--- src/rtl/bgc_pkg.sv ---
package bgc_pkg;
  localparam int PHASES = 3;

  typedef struct packed {
    logic [PHASES-1:0] hiReq;
    logic [PHASES-1:0] loReq;
  } gate_req_t;

  typedef enum logic [1:0] {
    MODE_IDLE  = 2'd0,
    MODE_BRAKE = 2'd1,
    MODE_DRIVE = 2'd2,
    MODE_DECAY = 2'd3
  } drive_mode_t;
endpackage

--- src/rtl/bgc_control.sv ---
module bgc_control
  import bgc_pkg::*;
#(
  parameter int SYNC_STAGES = 2
) (
  input  logic              clk,
  input  logic              rstN,
  input  logic [PHASES-1:0] hallIn,
  input  logic              dirFwd,
  input  logic              brakeN,
  input  logic              enableN,
  input  logic              chopReq,
  input  logic              faultIn,
  input  logic              overVolt,
  output gate_req_t         gateReq
);
  localparam int LAST = SYNC_STAGES - 1;

  // Hall synchronizer
  logic [SYNC_STAGES-1:0][PHASES-1:0] syncQ;
  always_ff @(posedge clk or negedge rstN) begin
    if (!rstN) syncQ <= '0;
    else       syncQ <= {syncQ[SYNC_STAGES-2:0], hallIn};
  end

  logic [PHASES-1:0] hallNow;
  assign hallNow = syncQ[LAST];

  // forward decode table
  logic       codeValid;
  logic [1:0] fwdSrc, fwdSnk;
  always_comb begin
    codeValid = 1'b1;
    fwdSrc    = 2'd0;
    fwdSnk    = 2'd0;
    unique case (hallNow)
      3'd1: begin fwdSrc = 2'd0; fwdSnk = 2'd1; end
      3'd3: begin fwdSrc = 2'd0; fwdSnk = 2'd2; end
      3'd2: begin fwdSrc = 2'd1; fwdSnk = 2'd2; end
      3'd6: begin fwdSrc = 2'd1; fwdSnk = 2'd0; end
      3'd4: begin fwdSrc = 2'd2; fwdSnk = 2'd0; end
      3'd5: begin fwdSrc = 2'd2; fwdSnk = 2'd1; end
      default: codeValid = 1'b0;
    endcase
  end

  // direction swap
  logic [1:0] srcPh, snkPh;
  assign srcPh = dirFwd ? fwdSrc : fwdSnk;
  assign snkPh = dirFwd ? fwdSnk : fwdSrc;

  logic [PHASES-1:0] srcMask, snkMask;
  assign srcMask = PHASES'(1) << srcPh;
  assign snkMask = PHASES'(1) << snkPh;

  // mode priority: brake > fault/invalid > chop > drive
  drive_mode_t mode;
  always_comb begin
    if (!brakeN)                    mode = MODE_BRAKE;
    else if (faultIn || !codeValid) mode = MODE_IDLE;
    else if (enableN || chopReq)    mode = MODE_DECAY;
    else                            mode = MODE_DRIVE;
  end

  always_comb begin
    gateReq = '0;
    unique case (mode)
      MODE_BRAKE: gateReq.loReq = '1;
      MODE_DRIVE: begin
        gateReq.hiReq = srcMask;
        gateReq.loReq = snkMask;
      end
      MODE_DECAY: gateReq.loReq = overVolt ? snkMask : (snkMask | srcMask);
      default:    gateReq = '0;
    endcase
  end
endmodule

--- src/rtl/bgc_datapath.sv ---
module bgc_datapath
  import bgc_pkg::*;
#(
  parameter int DEAD_W = 4
) (
  input  logic              clk,
  input  logic              rstN,
  input  logic [DEAD_W-1:0] deadCycles,
  input  gate_req_t         gateReq,
  output logic [PHASES-1:0] gateHi,
  output logic [PHASES-1:0] gateLo
);
  localparam logic [DEAD_W-1:0] CNT_MAX = '1;

  for (genvar p = 0; p < PHASES; p++) begin : g_leg
    logic              hiQ, loQ;
    logic [DEAD_W-1:0] idleCnt;
    logic              hiR, loR, anyOn, ready;

    assign hiR   = gateReq.hiReq[p];
    assign loR   = gateReq.loReq[p] & ~gateReq.hiReq[p];
    assign anyOn = hiQ | loQ;
    assign ready = (idleCnt >= deadCycles);

    // break immediately, make only after the idle run
    always_ff @(posedge clk or negedge rstN) begin
      if (!rstN) begin
        hiQ     <= 1'b0;
        loQ     <= 1'b0;
        idleCnt <= '0;
      end else if (anyOn) begin
        hiQ     <= hiQ & hiR;
        loQ     <= loQ & loR;
        idleCnt <= '0;
      end else if (ready && (hiR || loR)) begin
        hiQ <= hiR;
        loQ <= loR;
      end else if (idleCnt != CNT_MAX) begin
        idleCnt <= idleCnt + 1'b1;
      end
    end

    assign gateHi[p] = hiQ;
    assign gateLo[p] = loQ;
  end
endmodule

--- src/rtl/bldc_gate_ctrl.sv ---
module bldc_gate_ctrl
  import bgc_pkg::*;
#(
  parameter int DEAD_W      = 4,
  parameter int SYNC_STAGES = 2
) (
  input  logic              clk,
  input  logic              rstN,
  input  logic [DEAD_W-1:0] deadCycles,
  input  logic [2:0]        hallIn,
  input  logic              dirFwd,
  input  logic              brakeN,
  input  logic              enableN,
  input  logic              chopReq,
  input  logic              faultIn,
  input  logic              overVolt,
  output logic [2:0]        gateHi,
  output logic [2:0]        gateLo
);
  gate_req_t gateReq;

  bgc_control #(.SYNC_STAGES(SYNC_STAGES)) u_control (
    .clk(clk), .rstN(rstN), .hallIn(hallIn), .dirFwd(dirFwd),
    .brakeN(brakeN), .enableN(enableN), .chopReq(chopReq),
    .faultIn(faultIn), .overVolt(overVolt), .gateReq(gateReq)
  );

  bgc_datapath #(.DEAD_W(DEAD_W)) u_datapath (
    .clk(clk), .rstN(rstN), .deadCycles(deadCycles),
    .gateReq(gateReq), .gateHi(gateHi), .gateLo(gateLo)
  );
endmodule

--- config.mk ---
export PLATFORM = sky130hd
export DESIGN_NAME = bldc_gate_ctrl
export DESIGN_NICKNAME = d
export VERILOG_FILES = /design/src/rtl/bgc_pkg.sv /design/src/rtl/bgc_control.sv /design/src/rtl/bgc_datapath.sv /design/src/rtl/bldc_gate_ctrl.sv
export SDC_FILE = /design/constraint.sdc
export NUM_CORES = 1
export LEC_CHECK = 0
export ABC_AREA = 1
export BUFFER_PORTS_ARGS = -buffer_cell sky130_fd_sc_hd__buf_2
export CORE_MARGIN = 1.5
export CORE_UTILIZATION = 50
export DETAILED_ROUTE_END_ITERATION = 12
export HOLD_SLACK_MARGIN = 0.03
export PLACE_DENSITY = 0.71
export SYNTH_ARGS = -nofsm -noshare
export SYNTH_HDL_FRONTEND = slang
export SYNTH_SLANG_ARGS = --single-unit
--- constraint.sdc ---
create_clock -name clk -period 3.7 [get_ports clk]
set_clock_uncertainty 0.05 [all_clocks]
set_input_delay 0.74 -clock clk [delete_from_list [all_inputs] [get_ports clk]]
set_output_delay 0.74 -clock clk [all_outputs]
set_load 0.02 [all_outputs]
==> metrics.csv, run 1 <==
stage,metric,value,unit
cells_and_area,layout cells sized above 1,16.5,%
clocking,clk sinks,24,
critical_path,CP Cell Sequence,"buf_2, inv_1, ha_1, inv_1, nor2_1, o211ai_1, nand3_1, nand2_4, nand2_4, nand3_1, nand2_1",
route,Post-DRT Antenna Nets,0,
die,Initial Util,53.0,%
critical_path,Critical-path top delay cell,ha_1,
logic_synthesis,syn_nets,231,
clocking,"CTS clk-pin slew, worst paths",150,ps
critical_path,Setup CP Type,input pin to flop,
clocking,cells resized by post-CTS repair,0,
global_routing,Total GRT Usage,20.3,%
die,Die ar.,3590,um^2
sta,setup_tns,0,ps
logic_synthesis,register area share after synthesis,37.1,%
power,Power Dens Cells,655,nW/um^2
cells_and_area,synthesis-to-finish area growth,9.74,%
logic_synthesis,Post-Syn Area,1620,um^2
logic_synthesis,top cell type by total area after synthesis,dfrtp_1,
place,dpl hpwl,2.63,mm
power,Psw,0.000496,W
route,Vias/cell,5.36,
critical_path,CP top delay family,simple AND/OR/NAND/NOR gates,
critical_path,Critical R2R Launch,u_control.hallNow[1]$_DFF_PN0_,
critical_path,Critical Path Sink Type,flop,
sta,Slew HR,51.0,%
critical_path,crit path to,u_datapath.g_leg[2].idleCnt[1]$_DFFE_PN0P_,
global_routing,vias in the first global route,1249,
critical_path,r2r endpoint,u_datapath.g_leg[2].idleCnt[1]$_DFFE_PN0P_,
job,max-cap viol count,0,
critical_path,Worst Setup SP,deadCycles[1],
die,die extent in x,59.9,um
power,Int Pwr,0.000667,W
route,Total Wirelength,3.25,mm
route,vias post-DR,1404,
sta,worst hold slack,317,ps
sta,final hold violations,0,
logic_synthesis,Synth Register Bits,24,
clocking,number of setup buffers added after CTS,0,
place,Port-buffer cells,20,
power,Clock power frac,16.5,%
global_routing,met1 Usage GRT,28.1,%
route,wire length per cell,12.4,um
logic_synthesis,Mapped Avg Cell Area,8.05,um^2
global_routing,met3 Resource Use GR,2.81,%
sta,Fmax,0.544,GHz
global_routing,grt total ovfl,0,
critical_path,"Max FO, Critical Path",7,
logic_synthesis,largest cells by area after synthesis,"dfrtp_1 (37%), ha_1 (12%), nand2_1 (10%)",
logic_synthesis,Syn. warnings,0,
clocking,H-tree levels,1,
cells_and_area,fin util,58.2,%
die,Die Ht,59.9,um
clocking,TritonCTS Buffers,3,
place,area of placed instances,1720,um^2
critical_path,kind of launch point of the worst setup path,input pin,
sta,post-layout min period,1840,ps
critical_path,required time of the critical path,3860,ps
cells_and_area,"leading cell type in the layout, fill and taps excluded",nand2_1,
clocking,hold_buf cts,0,
critical_path,reg-to-reg setup timing slack,1930,ps
power,Seq pwr share,37.2,%
cells_and_area,final net count,249,
power,Sw Ratio,42.6,%
outcome,status,finished clean,
clocking,TritonCTS clock tree,built,
global_routing,busiest grt layer,met2,
sta,slew at the pin closest to its max-slew limit,732,ps
power,Logic pwr share,46.3,%
critical_path,WP buf/inv,3,
clocking,Max Buffers Root-to-Sink,2,
place,GP Congestion,0.856,
logic_synthesis,Cells after Synth,201,
route,Starting DRT DRC Count,86,
clocking,Root Buffer,clkbuf_4,
logic_synthesis,top-area cell type share of the netlist area,37.1,%
cells_and_area,most frequent cells in the layout,"nand2_1 (43), inv_1 (24), dfrtp_1 (24)",
global_routing,first-pass GRT wire length,5.48,mm
die,I/O pin cnt,21,
global_routing,largest net degree at the start of global routing,25,
route,first-pass iteration count of the detailed router,4,
die,area of the core,3050,um^2
cells_and_area,Inserted Diodes,0,
global_routing,initial antenna violation count,0,
power,Worst VDD drop,0.000293,V
logic_synthesis,"Distinct cells, synth",21,
route,DR DRC count,0,
sta,Pins Over Slew Limit,0,
power,LEAKAGE,0.982,nW
min_path,HP Class,input pin to async pin,
critical_path,Crit path largest cell delay,260,ps
critical_path,critical path depth,11,
sta,"Setup violations, final",0,
die,row count,20,
sta,RSZ-0062 raised after global routing,false,
critical_path,Worst Path Arrival,2000,ps
critical_path,worst r2r path cells,12,
clocking,Clock Latency Late Sink,320,ps
cells_and_area,final instance area,1780,um^2
sta,part of the cycle the worst path needs,49.7,%
global_routing,met2 Usage GRT,32.8,%
-- worst register-to-register path, delay by kind of cell (launching register included) --
kind                   cells  cell delay, ps
AOI/OAI and AO/OA          1             240
buffers and inverters      1              80
and+or+nand+nor           10             840
DFF                        1             490
-- metal layers --
metal	up-vias	share of wire, %
li1	705	-
met1	666	49
met2	31	47
met3	2	3.1
met4	0	0.58
met5	-	0
-- final cells by class --
cell class	instances	area, um^2
clock buffers	3	22.5
clock inverters	1	30.0
fillers	302	1280
inverters	25	93.8
multi-input cells	145	875
flip-flops and latches	24	601
well taps	44	55.1
repair buffers	20	100
-- worst min-delay path by stage --
stage                     cells after the start                                          to  slack [ps]
after floorplan                               0              u_control.hallNow[0]$_DFF_PN0_         280
after global placement                        0              u_control.hallNow[2]$_DFF_PN0_         280
after detailed placement                      0              u_control.hallNow[2]$_DFF_PN0_         280
after CTS                                     0              u_control.hallNow[2]$_DFF_PN0_         320
after global routing                          0              u_control.hallNow[2]$_DFF_PN0_         330
final                                         1  u_datapath.g_leg[1].idleCnt[1]$_DFFE_PN0P_         320
-- synthesized netlist by cell type (all sizes together) --
library cell,instances
a21oi,8
buf,7
dfrtp,24
ha,15
inv,25
nand2,50
nand3,22
nand4,12
nor2,13
nor3,2
o211ai,9
o21ai,7
or2,1
xor2,6
-- power by group through the flow --
stage / clock (W) / sequential [W] / combinational (W)
6_report: 0.000192 / 0.000432 / 0.000539
2_1_floorplan: 0 / 0.000411 / 0.000433
5_1_grt: 0.000205 / 0.000446 / 0.000606
3_5_place_dp: 0 / 0.000438 / 0.000535
4_1_cts: 0.000194 / 0.000431 / 0.000540
3_3_place_gp: 0 / 0.000432 / 0.000493
-- logic make-up after synthesis --
family | after synthesis | synth area share, %
buffers and inverters | 32 | 8.89
AO/OA/AOI/OAI | 24 | 8.81
AND/OR/NAND/NOR | 100 | 30.4
XOR/XNOR | 6 | 3.25
adder cells (fa/ha/maj) | 15 | 11.6
flip-flops | 24 | 37.1
-- metrics by stage --
stage	power [W]	setup WS, ps	cells
after detailed placement	0.000973	1520	258
after CTS	0.00117	1870	262
final	0.00116	1860	262
after floorplan	0.000844	1830	201
after global routing	0.00126	1680	262
after global placement	0.000925	1610	258
-- sequential cells by signal (all words and copies together), names as in the netlist --
| signal | flops |
|---|---|
| u_datapath.g_leg.hiQ | 3 |
| u_datapath.g_leg.idleCnt | 12 |
| u_datapath.g_leg.loQ | 3 |
| u_control.hallNow | 3 |
| u_control.syncQ | 3 |
Note: power is estimated with default switching activity, not from simulation.
==> run 2: changes to the inputs <==
clock period = 1.8 ns   (was 3.7 ns; I/O delays follow)
==> run 2 against run 1 <==
Effect of this change:
- die area stayed put
- worst setup slack worse by 1700 ps
- clock power up 47%
- final cell count rose by 2.3%
- sequential share of layout area decreased by 0.63 points
- wire length down 0.22%
- critical path depth shrank 2
- global-route usage decreased by 0.44 points
- register-to-register slack worse by 1800 ps
- largest cell class unchanged
- largest power group unchanged
==> metrics.csv, run 2 (synthesis gave the netlist of run 1 again) <==
stage,metric,value,unit
cells_and_area,"leading cell type in the layout, fill and taps excluded",nand2_1,
sta,part of the cycle the worst path needs,91.4,%
die,I/O pin cnt,21,
critical_path,Worst Path Arrival,1810,ps
sta,slew at the pin closest to its max-slew limit,537,ps
min_path,HP Class,input pin to flop,
clocking,clk sinks,24,
outcome,status,finished clean,
clocking,Clock Latency Late Sink,310,ps
place,dpl hpwl,2.63,mm
route,wire length per cell,12.1,um
sta,Fmax,0.608,GHz
sta,setup ws final,156,ps
cells_and_area,Inserted Diodes,0,
die,area of the core,3050,um^2
place,Port-buffer cells,20,
sta,RSZ-0062 raised after global routing,false,
power,Worst VDD drop,0.000537,V
die,die extent in x,59.9,um
sta,setup_tns,0,ps
global_routing,grt total ovfl,0,
die,row count,20,
power,LEAKAGE,1.01,nW
critical_path,"Max FO, Critical Path",7,
cells_and_area,synthesis-to-finish area growth,12.1,%
cells_and_area,flip-flop count of the largest register after layout,12,
power,Power Dens Cells,1290,nW/um^2
die,Die Ht,59.9,um
route,vias post-DR,1401,
global_routing,initial antenna violation count,0,
critical_path,kind of launch point of the worst setup path,flop,
sta,"Setup violations, final",0,
job,max-cap viol count,0,
global_routing,vias in the first global route,1299,
place,GP Congestion,0.882,
sta,Pins Over Slew Limit,0,
clocking,TritonCTS clock tree,built,
die,Die ar.,3590,um^2
min_path,hold path depth,1,
sta,post-layout min period,1640,ps
clocking,H-tree levels,1,
cells_and_area,final net count,255,
route,Post-DRT Antenna Nets,0,
route,Starting DRT DRC Count,67,
global_routing,Total GRT Usage,19.9,%
critical_path,required time of the critical path,1970,ps
route,first-pass iteration count of the detailed router,4,
cells_and_area,layout cells sized above 1,19.2,%
place,Setup WS pre-CTS,12.7,ps
route,Total Wirelength,3.25,mm
route,DR DRC count,0,
critical_path,Critical Path Sink Type,flop,
critical_path,worst r2r path cells,9,
die,Initial Util,53.0,%
power,overall power,0.00234,W
critical_path,Setup CP Type,flop to flop,
clocking,Max Buffers Root-to-Sink,2,
global_routing,largest net degree at the start of global routing,25,
sta,Slew HR,64.2,%
cells_and_area,largest register by flop count,u_datapath.g_leg.idleCnt,
global_routing,first-pass GRT wire length,5.40,mm
clocking,TritonCTS Buffers,3,
route,Vias/cell,5.23,
sta,final hold violations,0,
cells_and_area,most frequent cells in the layout,"nand2_1 (43), inv_1 (24), dfrtp_1 (23)",
clocking,Root Buffer,clkbuf_4,
clocking,"CTS clk-pin slew, worst paths",130,ps
run 2: layer usage:
layer  routed length (um)  GRT usage [%]  part of all wire [%]
met1                 1530           26.3                    47
met5                    0              0                     0
met4                   29           5.71                  0.89
met2                 1510           33.9                    47
met3                  177           2.60                   5.5
run 2: worst max-delay path, cell delays in order (launching register included):
cell and delay (ps):
dfrtp_1 440, ha_1 310, inv_1 60, nor2_1 40, o211ai_1 190, nand3_2 140, nand2_4 130, nand2_4 60
nand3_1 80, nand2_1 60
run 2: per-stage QoR:
| stage | area [um^2] | util (%) | cells | hold WS, ps |
|---|---|---|---|---|
| 6_report | 1810 | 59.4 | 268 | 95.8 |
| 5_1_grt | 1810 | 59.4 | 268 | 72.6 |
| 4_1_cts | 1790 | 58.7 | 266 | 88.7 |
| 3_5_place_dp | 1750 | 57.2 | 261 | 285 |
| 3_3_place_gp | 1750 | 57.2 | 261 | 284 |
| 2_1_floorplan | 1620 | - | 201 | 14.4 |
run 2: final timing paths:
path,from,end,slack (ps)
max in group asynchronous,rstN,u_control.hallNow[1]$_DFF_PN0_,820
worst max register to register,u_datapath.g_leg[2].idleCnt[1]$_DFFE_PN0P_,u_datapath.g_leg[2].idleCnt[1]$_DFFE_PN0P_,160
worst min-delay path,hallIn[0],u_control.syncQ[0]$_DFF_PN0_,100
worst min register to register,u_control.syncQ[0]$_DFF_PN0_,u_control.hallNow[0]$_DFF_PN0_,310
worst max-delay path,u_datapath.g_leg[2].idleCnt[1]$_DFFE_PN0P_,u_datapath.g_leg[2].idleCnt[1]$_DFFE_PN0P_,160
min in group asynchronous,rstN,u_datapath.g_leg[2].idleCnt[2]$_DFFE_PN0P_,490
run 2: where the power goes:
| part | internal [W] | total, W | switching (W) |
|---|---|---|---|
| Combinational | 0.000503 | 0.00116 | 0.000662 |
| Sequential | 0.000701 | 0.000891 | 0.000190 |
| Clock | 0.000124 | 0.000283 | 0.000160 |
run 2: timing repair:
| action | CTS | global route |
|---|---|---|
| endpoints found under the hold margin | 24 | 0 |
| gates resized for setup | 0 | 5 |
| setup endpoints to repair | 0 | 12 |
| hold buffers | 1 | 0 |
| buffers inserted | 0 | 2 |
run 2: area by class of cell:
class | instances | area, um^2
Clock buffer | 4 | 36.3
Fill cell | 301 | 1240
Inverter | 25 | 93.8
Multi-Input combinational cell | 145 | 880
Sequential cell | 24 | 602
Tap cell | 44 | 55.1
Timing Repair Buffer | 26 | 148
==> run 3: changes to the inputs <==
ABC_AREA = 0   (was 1)
PLACE_DENSITY = 0.7   (was 0.71)
==> run 3 against run 2 <==
Effect of this change:
- the run now ends with negative setup slack left
- global-route usage grew 6.4 points
- first-iteration DRC count rose by 88%
- maximum frequency fell by 20%
- power increased by 30%
- hold slack worse by 13 ps
- clock power fell by 11%
- sequential power is 2.7% lower
- sequential share of layout area fell by 9.7 points
- flip-flop and latch count unchanged
- combinational power rose by 66%
==> metrics.csv, run 3 <==
stage,metric,value,unit
outcome,status,"complete, but fails checks",
outcome,failing checks,negative setup slack,
cells_and_area,largest register by flop count,u_datapath.g_leg.idleCnt,
sta,setup_tns,-1120,ps
critical_path,Critical Path Sink Type,flop,
logic_synthesis,number of synthesized flops with an enable pin,0,
clocking,TritonCTS Buffers,3,
cells_and_area,layout cells sized above 1,46.3,%
die,Die ar.,3950,um^2
route,Vias/cell,5.93,
route,Total Wirelength,5.28,mm
route,DR DRC count,0,
logic_synthesis,Post-Syn Area,1790,um^2
logic_synthesis,top cell type by total area after synthesis,dfrtp_1,
logic_synthesis,main combinational cell family by area after synthesis,compound AO/OA/AOI/OAI gates,
logic_synthesis,ys async rst share,100,%
job,max-cap viol count,0,
route,vias post-DR,1814,
place,Port-buffer cells,20,
sta,part of the cycle the worst path needs,114,%
critical_path,CP top delay family,simple AND/OR/NAND/NOR gates,
critical_path,Setup CP Type,flop to flop,
critical_path,Critical-path top delay cell,or4_4,
logic_synthesis,predominant post-synthesis flop cell,dfrtp_1,
global_routing,Total GRT Usage,26.2,%
power,Worst VDD drop,0.000775,V
logic_synthesis,most common cell in the netlist,dfrtp_1,
sta,slew at the pin closest to its max-slew limit,544,ps
global_routing,largest net degree at the start of global routing,25,
route,Starting DRT DRC Count,126,
sta,post-layout min period,2050,ps
logic_synthesis,compound-cell area share of the yosys netlist,22.4,%
place,dpl hpwl,3.34,mm
cells_and_area,flip-flop count of the largest register after layout,12,
critical_path,kind of launch point of the worst setup path,flop,
route,first-pass iteration count of the detailed router,4,
global_routing,grt total ovfl,0,
min_path,HP Class,input pin to flop,
logic_synthesis,post-synthesis adder-cell area fraction,10.5,%
logic_synthesis,"Distinct cells, synth",53,
sta,Pins Over Slew Limit,0,
sta,Fmax,0.487,GHz
logic_synthesis,Synth Area in Simple Gates,22.4,%
logic_synthesis,Cells after Synth,198,
global_routing,met1 Usage GRT,30.7,%
cells_and_area,most frequent cells in the layout,"buf_4 (45), dfrtp_1 (21), buf_2 (20)",
die,row count,21,
clocking,clk sinks,24,
sta,Slew HR,63.7,%
logic_synthesis,Commonest cells post-synth,"dfrtp_1 (24), nand2_1 (19), ha_1 (15), nor2_1 (15), inv_1 (12)",
sta,final hold violations,0,
logic_synthesis,xor-xnor portion of the synthesized cell area,0,%
power,LEAKAGE,1.25,nW
logic_synthesis,top-area cell type share of the netlist area,33.5,%
logic_synthesis,Synth Register Bits,24,
global_routing,first-pass GRT wire length,8.12,mm
sta,"Setup violations, final",9,
power,Power Dens Cells,1180,nW/um^2
critical_path,WP buf/inv,0,
sta,setup ws final,-252,ps
clocking,H-tree levels,1,
place,Setup WS pre-CTS,-380,ps
critical_path,required time of the critical path,1970,ps
clocking,TritonCTS clock tree,built,
global_routing,busiest grt layer,met2,
global_routing,met3 Resource Use GR,2.70,%
cells_and_area,synthesis-to-finish area growth,44.0,%
die,Die Ht,62.8,um
logic_synthesis,post-synthesis mux area share,4.47,%
logic_synthesis,Mapped Avg Cell Area,9.04,um^2
critical_path,Worst Path Arrival,2220,ps
critical_path,"Max FO, Critical Path",4,
route,Post-DRT Antenna Nets,0,
logic_synthesis,syn_nets,228,
logic_synthesis,Syn. warnings,0,
critical_path,Crit path largest cell delay,570,ps
critical_path,CP Cell Sequence,"nand2b_4, nor3_2, or4_4, o41a_2, o311a_1",
logic_synthesis,register area share after synthesis,33.5,%
global_routing,initial antenna violation count,1,
die,die extent in x,62.8,um
die,Initial Util,52.8,%
die,area of the core,3390,um^2
logic_synthesis,largest cells by area after synthesis,"dfrtp_1 (34%), ha_1 (10%), mux2i_1 (4.5%)",
clocking,Max Buffers Root-to-Sink,2,
die,I/O pin cnt,21,
cells_and_area,final net count,291,
clocking,"CTS clk-pin slew, worst paths",130,ps
route,wire length per cell,17.2,um
clocking,Clock Latency Late Sink,330,ps
global_routing,vias in the first global route,1836,
global_routing,met2 Usage GRT,47.7,%
place,GP Congestion,0.931,
sta,worst hold slack,82.4,ps
cells_and_area,"leading cell type in the layout, fill and taps excluded",buf_4,
sta,RSZ-0062 raised after global routing,true,
clocking,Root Buffer,clkbuf_4,
[run 3: path summary, 6_finish.rpt]
kind	slack, ps	start	cells after the start	endpoint
worst max-delay path	-250	u_control.hallNow[2]$_DFF_PN0_	5	u_datapath.g_leg[0].idleCnt[3]$_DFFE_PN0P_
worst min-delay path	80	hallIn[2]	1	u_control.syncQ[2]$_DFF_PN0_
worst max register to register	-250	u_control.hallNow[2]$_DFF_PN0_	5	u_datapath.g_leg[0].idleCnt[3]$_DFFE_PN0P_
worst min register to register	320	u_control.syncQ[2]$_DFF_PN0_	0	u_control.hallNow[2]$_DFF_PN0_
max in group asynchronous	820	rstN	2	u_datapath.g_leg[0].idleCnt[3]$_DFFE_PN0P_
min in group asynchronous	470	rstN	2	u_datapath.g_leg[2].idleCnt[0]$_DFFE_PN0P_
[run 3: through the flow]
step | instance area, um^2 | total power (W) | util [%] | cells
after CTS | 2440 | 0.00279 | 72.0 | 302
after floorplan | 1840 | 0.00183 | - | 198
after global routing | 2580 | 0.00327 | 76.0 | 306
after global placement | 2220 | 0.00217 | 65.6 | 293
final | 2580 | 0.00305 | 76.0 | 306
after detailed placement | 2220 | 0.00227 | 65.6 | 293
[run 3: metal layers]
metal  routed length, um  share of wire [%]
met5                   0                  0
met1                2100                 40
met4                 180                3.4
met3                 292                5.5
met2                2710                 51
[run 3: layout make-up]
type	instances	area, um^2
Antenna cell	1	2.50
Timing Repair Buffer	71	513
Sequential cell	24	604
Fill cell	224	812
Inverter	12	52.6
Multi-Input combinational cell	149	1330
Tap cell	46	57.6
Clock buffer	3	22.5
[run 3: worst register-to-register path, stage by stage, from the launching register on]
cell      delay (ps)
dfrtp_1          480
nand2b_4         190
nor3_2            40
or4_4            570
o41a_2           490
o311a_1          130
[run 3: kinds of logic after synthesis]
family,after synthesis
buf+inv,25
fa+ha+maj,15
mux,8
compound gates,51
simple gates,75
flops,24
[run 3: timing repair]
action | CTS | global route
resized for setup | 33 | 21
setup buffers | 6 | 3
hold endpoints to repair | 24 | 0
endpoints found under the setup margin | 15 | 18
pin swaps | 9 | 15
hold buffers | 1 | 0
gates cloned | 0 | 0
[run 3: power by group]
group / switching [W] / internal [W] / leakage (nW)
Combinational: 0.000952 / 0.000977 / 0.937
Sequential: 0.000168 / 0.000699 / 0.299
Clock: 0.000174 / 0.0000787 / 0.0138
Total: 0.00129 / 0.00176 / 1.25
